File: src/rtl/uart_regbank_pkg.sv
package uart_regbank_pkg;
    localparam int REG_BYTES = 4;
    localparam int REG_W     = 8 * REG_BYTES;
    localparam int BYTE_W    = 8;
    localparam int RXE_W     = BYTE_W + 3;
    localparam int THR_W     = 4;
    localparam int NIRQ      = 3;

    localparam int OFS_CTRL  = 'h00;
    localparam int OFS_BAUD  = 'h04;
    localparam int OFS_FCFG  = 'h08;
    localparam int OFS_IRQ   = 'h10;
    localparam int OFS_DATA  = 'h14;

    localparam int CB_RXFLUSH = 6;
    localparam int CB_TXFLUSH = 7;
    localparam int CB_RXEN    = 21;
    localparam int CB_TXEN    = 22;
    localparam int CB_BAUDEN  = 23;

    localparam int IB_TXEMPTY = 5;
    localparam int IB_OVERRUN = 7;
    localparam int IB_RXREADY = 11;

    localparam int FC_RXTHR = 8;
    localparam int FC_TXTHR = 12;

    localparam logic [REG_W-1:0] CTRL_KEEP = 32'h00FF_7FDF;
    localparam logic [REG_W-1:0] FCFG_KEEP = 32'h0000_FF00;

    typedef struct packed {
        logic [REG_W-1:0] ctrl;
        logic [REG_W-1:0] baud;
        logic [REG_W-1:0] fcfg;
        logic [REG_W-1:0] rdata;
        logic             rvalid;
    } regs_t;
endpackage

File: src/rtl/uart_bytelane.sv
module uart_bytelane #(
    parameter bit SWAP  = 1'b1,
    parameter int BYTES = 4
) (
    input  logic [8*BYTES-1:0] d_i,
    output logic [8*BYTES-1:0] d_o
);
    generate
        if (SWAP) begin : g_swap
            for (genvar b = 0; b < BYTES; b++) begin : g_lane
                assign d_o[8*b +: 8] = d_i[8*(BYTES-1-b) +: 8];
            end
        end else begin : g_pass
            assign d_o = d_i;
        end
    endgenerate
endmodule

File: src/rtl/uart_irq_latch.sv
module uart_irq_latch #(
    parameter int N = 3
) (
    input  logic         clk,
    input  logic         rst_n,
    input  logic [N-1:0] set_i,
    input  logic         clr_i,
    output logic [N-1:0] flag_o
);
    logic [N-1:0] flag_d, flag_q;

    always_comb begin
        flag_d = clr_i ? '0 : flag_q;
        flag_d = flag_d | set_i;
    end

    always_ff @(posedge clk or negedge rst_n) begin
        if (!rst_n) flag_q <= '0;
        else        flag_q <= flag_d;
    end

    assign flag_o = flag_q;

    generate
        for (genvar i = 0; i < N; i++) begin : g_chk
            // an event is remembered in its flag
            a_r7_event_sets: assert property (@(posedge clk) disable iff (!rst_n)
                set_i[i] |=> flag_o[i]);
            // a flag only drops through a clear
            a_r7_sticky: assert property (@(posedge clk) disable iff (!rst_n)
                (flag_o[i] && !clr_i) |=> flag_o[i]);
        end
    endgenerate

    // a clear with no event empties every flag
    a_r8_clear_all: assert property (@(posedge clk) disable iff (!rst_n)
        (clr_i && set_i == '0) |=> (flag_o == '0));
endmodule

File: src/rtl/uart_regbank.sv
module uart_regbank
    import uart_regbank_pkg::*;
#(
    parameter int ADDR_W     = 5,
    parameter bit BIG_ENDIAN = 1'b1
) (
    input  logic              clk,
    input  logic              rst_n,
    input  logic              bus_req,
    input  logic              bus_we,
    input  logic [ADDR_W-1:0] bus_addr,
    input  logic [31:0]       bus_wdata,
    output logic [31:0]       bus_rdata,
    output logic              bus_rvalid,
    output logic [31:0]       ctrl_word,
    output logic              rx_enable,
    output logic              tx_enable,
    output logic              baud_enable,
    output logic              rxq_flush,
    output logic              txq_flush,
    output logic [31:0]       baud_word,
    output logic [3:0]        rx_thresh,
    output logic [3:0]        tx_thresh,
    output logic              tx_push,
    output logic [7:0]        tx_byte,
    input  logic              rxq_ready,
    input  logic [10:0]       rxq_head,
    output logic              rx_pop,
    input  logic              txq_empty,
    input  logic              rxq_overrun,
    output logic              irq
);
    localparam int PAD_W = REG_W - RXE_W;

    regs_t             cur, nx;
    logic [REG_W-1:0]  wdata_n;
    logic [NIRQ-1:0]   irq_set, irq_flags;
    logic              irq_clr;
    logic              wr_en, rd_en;
    logic              hit_ctrl, hit_baud, hit_fcfg, hit_irq, hit_data;
    logic [REG_W-1:0]  irq_word;

    uart_bytelane #(.SWAP(BIG_ENDIAN), .BYTES(REG_BYTES)) u_win (
        .d_i (bus_wdata),
        .d_o (wdata_n)
    );

    assign wr_en    = bus_req &&  bus_we;
    assign rd_en    = bus_req && !bus_we;
    assign hit_ctrl = (bus_addr == ADDR_W'(OFS_CTRL));
    assign hit_baud = (bus_addr == ADDR_W'(OFS_BAUD));
    assign hit_fcfg = (bus_addr == ADDR_W'(OFS_FCFG));
    assign hit_irq  = (bus_addr == ADDR_W'(OFS_IRQ));
    assign hit_data = (bus_addr == ADDR_W'(OFS_DATA));

    assign irq_set = {rxq_ready, rxq_overrun, txq_empty};
    assign irq_clr = wr_en && hit_irq && (wdata_n == '0);

    uart_irq_latch #(.N(NIRQ)) u_irq (
        .clk    (clk),
        .rst_n  (rst_n),
        .set_i  (irq_set),
        .clr_i  (irq_clr),
        .flag_o (irq_flags)
    );

    always_comb begin
        irq_word             = '0;
        irq_word[IB_TXEMPTY] = irq_flags[0];
        irq_word[IB_OVERRUN] = irq_flags[1];
        irq_word[IB_RXREADY] = irq_flags[2];
    end

    always_comb begin
        nx                 = cur;
        nx.ctrl[CB_RXFLUSH] = 1'b0;
        nx.ctrl[CB_TXFLUSH] = 1'b0;
        nx.rvalid          = rd_en;
        nx.rdata           = '0;
        if (wr_en) begin
            if (hit_ctrl) nx.ctrl = wdata_n & CTRL_KEEP;
            if (hit_baud) nx.baud = wdata_n;
            if (hit_fcfg) nx.fcfg = wdata_n & FCFG_KEEP;
        end
        if (rd_en) begin
            if (hit_ctrl) nx.rdata = cur.ctrl;
            if (hit_baud) nx.rdata = cur.baud;
            if (hit_fcfg) nx.rdata = cur.fcfg;
            if (hit_irq)  nx.rdata = irq_word;
            if (hit_data && rxq_ready) nx.rdata = {{PAD_W{1'b0}}, rxq_head};
        end
    end

    always_ff @(posedge clk or negedge rst_n) begin
        if (!rst_n) cur <= '0;
        else        cur <= nx;
    end

    uart_bytelane #(.SWAP(BIG_ENDIAN), .BYTES(REG_BYTES)) u_rout (
        .d_i (cur.rdata),
        .d_o (bus_rdata)
    );

    assign bus_rvalid  = cur.rvalid;
    assign ctrl_word   = cur.ctrl;
    assign rx_enable   = cur.ctrl[CB_RXEN];
    assign tx_enable   = cur.ctrl[CB_TXEN];
    assign baud_enable = cur.ctrl[CB_BAUDEN];
    assign rxq_flush   = cur.ctrl[CB_RXFLUSH];
    assign txq_flush   = cur.ctrl[CB_TXFLUSH];
    assign baud_word   = cur.baud;
    assign rx_thresh   = cur.fcfg[FC_RXTHR +: THR_W];
    assign tx_thresh   = cur.fcfg[FC_TXTHR +: THR_W];
    assign tx_push     = wr_en && hit_data;
    assign tx_byte     = wdata_n[BYTE_W-1:0];
    assign rx_pop      = rd_en && hit_data && rxq_ready;
    assign irq         = |irq_flags;

    // a flush request appears on the strobe in the next cycle
    a_r3_rx_flush: assert property (@(posedge clk) disable iff (!rst_n)
        (wr_en && hit_ctrl && wdata_n[CB_RXFLUSH]) |=> rxq_flush);
    a_r3_tx_flush: assert property (@(posedge clk) disable iff (!rst_n)
        (wr_en && hit_ctrl && wdata_n[CB_TXFLUSH]) |=> txq_flush);
    // without a new request the strobe lasts one cycle
    a_r3_one_shot: assert property (@(posedge clk) disable iff (!rst_n)
        (rxq_flush && !(wr_en && hit_ctrl)) |=> !rxq_flush);
    // every read answers in the next cycle
    a_r11_rvalid: assert property (@(posedge clk) disable iff (!rst_n)
        rd_en |=> bus_rvalid);
    a_r11_no_spurious: assert property (@(posedge clk) disable iff (!rst_n)
        !bus_req |=> !bus_rvalid);
    // a data read of an empty queue returns zero
    a_r10_empty_zero: assert property (@(posedge clk) disable iff (!rst_n)
        (rd_en && hit_data && !rxq_ready) |=> (bus_rdata == '0));
    // push and pop never coincide
    a_r9_push_pop_excl: assert property (@(posedge clk) disable iff (!rst_n)
        !(tx_push && rx_pop));
    // reserved control bits never become set
    a_r2_reserved_zero: assert property (@(posedge clk) disable iff (!rst_n)
        (ctrl_word & ~CTRL_KEEP) == '0);
endmodule

File: config.mk
export PLATFORM = sky130hd
export DESIGN_NAME = uart_regbank
export DESIGN_NICKNAME = d
export VERILOG_FILES = /design/src/rtl/uart_regbank_pkg.sv /design/src/rtl/uart_bytelane.sv /design/src/rtl/uart_irq_latch.sv /design/src/rtl/uart_regbank.sv
export SDC_FILE = /design/constraint.sdc
export NUM_CORES = 1
export LEC_CHECK = 0
export BUFFER_PORTS_ARGS = -buffer_cell sky130_fd_sc_hd__buf_2
export CAP_MARGIN = 20
export CORE_MARGIN = 2
export CORE_UTILIZATION = 50
export CTS_BUF_LIST = sky130_fd_sc_hd__clkbuf_8
export DETAILED_ROUTE_END_ITERATION = 7
export GPL_ROUTABILITY_DRIVEN = 0
export HOLD_SLACK_MARGIN = 0.08
export PLACE_DENSITY = 0.84
export SYNTH_ARGS = -nofsm -noshare
export SYNTH_HDL_FRONTEND = slang
export SYNTH_SLANG_ARGS = --single-unit
File: constraint.sdc
create_clock -name clk -period 2 [get_ports clk]
set_input_delay 0.4 -clock clk [delete_from_list [all_inputs] [get_ports clk]]
set_output_delay 0.4 -clock clk [all_outputs]
set_load 0.02 [all_outputs]
Yosys cells after proc, flatten, opt, wreduce, memory -nomap -nowiden

Index checks and enable logic that the tools add are counted.

Bits in registers: 98
Output and inout bits: 121

Eq/ne operators: 4
Mux-type cells: 11
Bitwise operators: 1
Reduce and logical (&&, ||, !) cells: 15

Operators by type and width:

| operator                                            | count |
|---|---|
| two-way mux 32 bit                                  | 6 |
| two-way mux 72 bit                                  | 1 |
| zero test 32 bit                                    | 1 |
| two-way mux 24 bit                                  | 1 |
| two-way mux 16 bit                                  | 1 |
| equality test 5 bit, second input constant          | 2 |
| logical AND 1 bit                                   | 8 |
| two-way mux 8 bit                                   | 1 |
| AND reduction 2 bit                                 | 3 |
| equality test 5 x 3 -> 1 bit, second input constant | 1 |
| equality test 5 x 4 -> 1 bit, second input constant | 1 |
| zero test 5 bit                                     | 1 |
| two-way mux 3 bit                                   | 1 |
| OR 3 bit                                            | 1 |
| OR reduction 3 bit                                  | 1 |
| zero test 1 bit                                     | 1 |

Depth between registers and ports, before layout

Word-level depth: 7
Depth in mapped cells: 6
Mapped depth without buffers: 4

Cells and area by module

From an unflattened synthesis, not the netlist that was laid out.

Cell total of the unflattened synthesis: 433
Area total of the unflattened synthesis: 5019.8 µm²

By module, submodules not included:

| module         | times used | cells each | area an instance (µm²) | sequential area each (µm²) |
|---|---|---|---|---|
| uart_regbank   | 1          | 362        | 4438.0                 | 2377.3 |
| uart_bytelane  | 2          | 32         | 240.2                  | 0.0 |
| uart_irq_latch | 1          | 7          | 101.3                  | 75.1 |

Worst setup path after synthesis

No wires, ideal clock.

Kind: input port to output port
From: in bus_addr[1]
To: out tx_push
Arrival: 1.520 ns
Slack: 0.080 ns
Stages on the path: 3
Cells stage by stage: or3b_2 > clkbuf_1 > nor3_1

Cells in the longest elaborated chain, start to end: 2

RTL lines:

| item                | line                | source |
|---|---|---|
| start, declared     | uart_regbank.sv:11  | `input logic [ADDR_W-1:0] bus_addr,` |
| equality test 5 bit | uart_regbank.sv:54  | `assign hit_data = (bus_addr == ADDR_W'(OFS_DATA));` |
| logical AND 1 bit   | uart_regbank.sv:114 | `assign tx_push = wr_en && hit_data;` |
| end, declared       | uart_regbank.sv:24  | `output logic tx_push,` |

No other way between the ends.

Worst setup path in the final report

Ends and elaborated chain as after synthesis.

==> results.json <==
{
  "outcome": "finished, final reports clean",
  "irDropWorstVdd_v": 0.0004640,
  "crit_chain": "buf_2 -> or3b_2 -> nor3_1 -> buf_2",
  "end_kind": "output pin",
  "start_util": 0.5150,
  "cts_tree": "built",
  "fin_crit_sh": 0.9941,
  "hold_viol": 0,
  "p_per_area_nw_per_um2": 802.4,
  "drive_above_1_share": 0.5404,
  "p_comb_frac": 0.198,
  "pre_cts_slack_ns": -0.09375,
  "synthArstFlopShare": 1.000,
  "skew_ns": 0.01094,
  "final_max_slew_viol_count": 0,
  "pwr-share-clk": 0.281,
  "sw_frac_of_total": 0.2982,
  "post-synth-top-area-cell": "dfrtp_1",
  "crit_top_cell": "buf_2",
  "core_area_um2": 8217,
  "vias_per_cell": 5.266,
  "ant_nets": 0,
  "grt-ovfl-total": 0,
  "cts_buffers": 9,
  "grt.total_usage": 0.2425,
  "synth_warnings": 0,
  "wire_per_inst_um": 17.74,
  "dp.cells": 595,
  "required_ns": 1.60,
  "cts_buffer_depth": 2,
  "min_path_type": "in -> reg",
  "routed-via-count": 3228,
  "critPathMaxStageDelay_ns": 0.56,
  "ys_top_cells_by_count": "dfrtp_1, mux2_2, nor2_1",
  "cap_violations": 0,
  "wl_um": 10880,
  "die_height_um": 96.00,
  "setup_slack_ns": 0.01181,
  "p_sw_w": 0.001304,
  "num_rows": 33,
  "yosysMostFrequentCell": "dfrtp_1",
  "fin_setup_tns_ns": 0,
  "setup_violations": 0,
  "clock_latency_ns": 0.35,
  "crit_fanout": 5,
  "worstSetupPathType": "in -> out",
  "antenna_found_initial": 1,
  "drtIter0Drc": 176,
  "drc": 0,
  "synth-seq-cells": 98,
  "dr.pass1.iters": 5,
  "grt_pass1_vias": 3118,
  "clock_sinks": 98,
  "intPower_w": 0.003068,
  "p_leak_nw": 3.047,
  "place_hpwl_um": 8216,
  "area_growth_pct": 28.77,
  "synth_top_area_share": 0.5795,
  "syn_area_per_cell_um2": 13.02,
  "num_io_pins": 176,
  "netlist-cell-type-count": 36,
  "max_freq_mhz": 503.0,
  "grt_pass1_wl_um": 16440,
  "htreeDepth": 3,
  "synth_area_um2": 4232,
  "cpMaxStageDelayCell": "or3b_2",
  "stdcell_count": 613,
  "fin_crit_ns": 1.988,
  "yosysSeqAreaShare": 0.5795,
  "cp-start-kind": "input port",
  "seq_power_share": 0.521,
  "synthCells": 325,
  "cts_root_buf": "clkbuf_8",
  "rsz0062_at_grt": "no",
  "worstPathArrival_ns": 1.59,
  "die_area_um2": 9215,
  "die_x_um": 96.00,
  "synth_edf_count": 0,
  "portBuffers": 165,
  "nets": 557,
  "synth-main-ff-cell": "dfrtp_1",
  "grt_start_max_net_pins": 53,
  "synth_area_leaders": "dfrtp_1, mux2_2, mux2_4, buf_4, nor2_1",
  "clkTransAtPathRegs_ns": 0.09
}
[power by group through the flow]
stage / clock network, W / logic, W / registers (W)
finish: 0.00123 / 0.000867 / 0.00228
global route: 0.00135 / 0.000933 / 0.00230
CTS: 0.00127 / 0.000875 / 0.00228
detailed placement: 0 / 0.000872 / 0.00232
global placement: 0 / 0.000853 / 0.00231
floorplan: 0 / 0.000315 / 0.00250
[critical path, delay by kind of cell]
| family | cells | cell delay, ns |
|---|---|---|
| simple gates | 2 | 0.85 |
| buf+inv | 2 | 0.34 |
[state kept, by name, indices dropped and copies added (netlist names)]
signal        flops
baud_word        32
bus_rvalid        1
ctrl_word        22
cur              32
rx_thresh         4
tx_thresh         4
u_irq.flag_o      3
[cell usage in the layout (no fill, tap or decap), types with 3 or more instances in the layout]
master    count
buf_2       164
dfrtp_1      98
mux2_2       41
nor2_1       27
buf_4        26
mux2_4       18
clkbuf_8     12
a22oi_1      11
inv_1        10
conb_1       10
nor4_1        9
and2_1        8
a21oi_1       7
a222oi_1      7
nand2b_1      5
mux2i_1       5
nor3_1        5
nand2_1       4
o21ai_0       4
a21o_1        4
nand3_1       4
nor2b_1       3
buf_12        3
[per-layer routing]
| metal | part of all wire | global-route usage | wire length [um] | vias to the layer above |
|---|---|---|---|---|
| met1 | 0.43 | 0.3131 | 4623 | 1592 |
| met2 | 0.49 | 0.4045 | 5343 | 147 |
| met3 | 0.062 | 0.04464 | 673 | 16 |
| met4 | 0.022 | 0.09643 | 236 | 0 |
| met5 | 0 | 0 | 0 | - |
| li1 | - | - | - | 1473 |
[final cells by class]
cell class                 instances  area (um^2)
tap                              105        131.4
sequential                        98         2452
inverter                          10        37.54
fill                             676         2768
clock buffer                      12        165.2
antenna                            1        2.502
clock inverter                     4        33.78
multi-input combinational        189         1540
timing repair buffer             194         1086
[cells by family (layout without fill, tap and decap cells)]
| group | after synthesis | in the layout | synth area share |
|---|---|---|---|
| buf+inv | 47 | 220 | 0.06683 |
| compound gates | 37 | 37 | 0.06269 |
| other cells | 1 | 11 | 0.0008862 |
| mux | 65 | 65 | 0.1875 |
| flops | 98 | 98 | 0.5795 |
| simple gates | 77 | 77 | 0.1026 |
[stage by stage]
stage / power, W / area [um^2] / hold WS [ns] / util
2_1_floorplan: 0.002813 / 4265 / 0.1044 / -
3_3_place_gp: 0.003160 / 5238 / 0.3592 / 0.6374
3_5_place_dp: 0.003187 / 5238 / 0.3719 / 0.6374
4_1_cts: 0.004423 / 5446 / 0.2156 / 0.6629
5_1_grt: 0.004588 / 5446 / 0.2169 / 0.6629
6_report: 0.004372 / 5449 / 0.2342 / 0.6632
[what timing repair did]
| item | 4_1_cts | 5_1_grt |
|---|---|---|
| endpoints found under the hold margin | 32 | 0 |
| hold buffers | 1 | 0 |
| setup buffers | 0 | 0 |
| gates resized for setup | 0 | 0 |
[worst paths after layout]
path | from | end | slack, ns | depth (start not counted)
max | bus_addr[1] | tx_push | 0.01 | 4
max reg2reg | baud_word[11]$_DFFE_PN0P_ | cur[12]$_DFF_PN0_ | 0.97 | 3
max in group asynchronous | rst_n | cur[16]$_DFF_PN0_ | 0.82 | 3
min in group asynchronous | rst_n | tx_thresh[2]$_DFFE_PN0P_ | 0.55 | 2
min | txq_empty | u_irq.flag_o[0]$_DFF_PN0_ | 0.23 | 2
min reg2reg | u_irq.flag_o[0]$_DFF_PN0_ | u_irq.flag_o[0]$_DFF_PN0_ | 0.51 | 1
No activity file was read; power rests on OpenSTA's default activity.
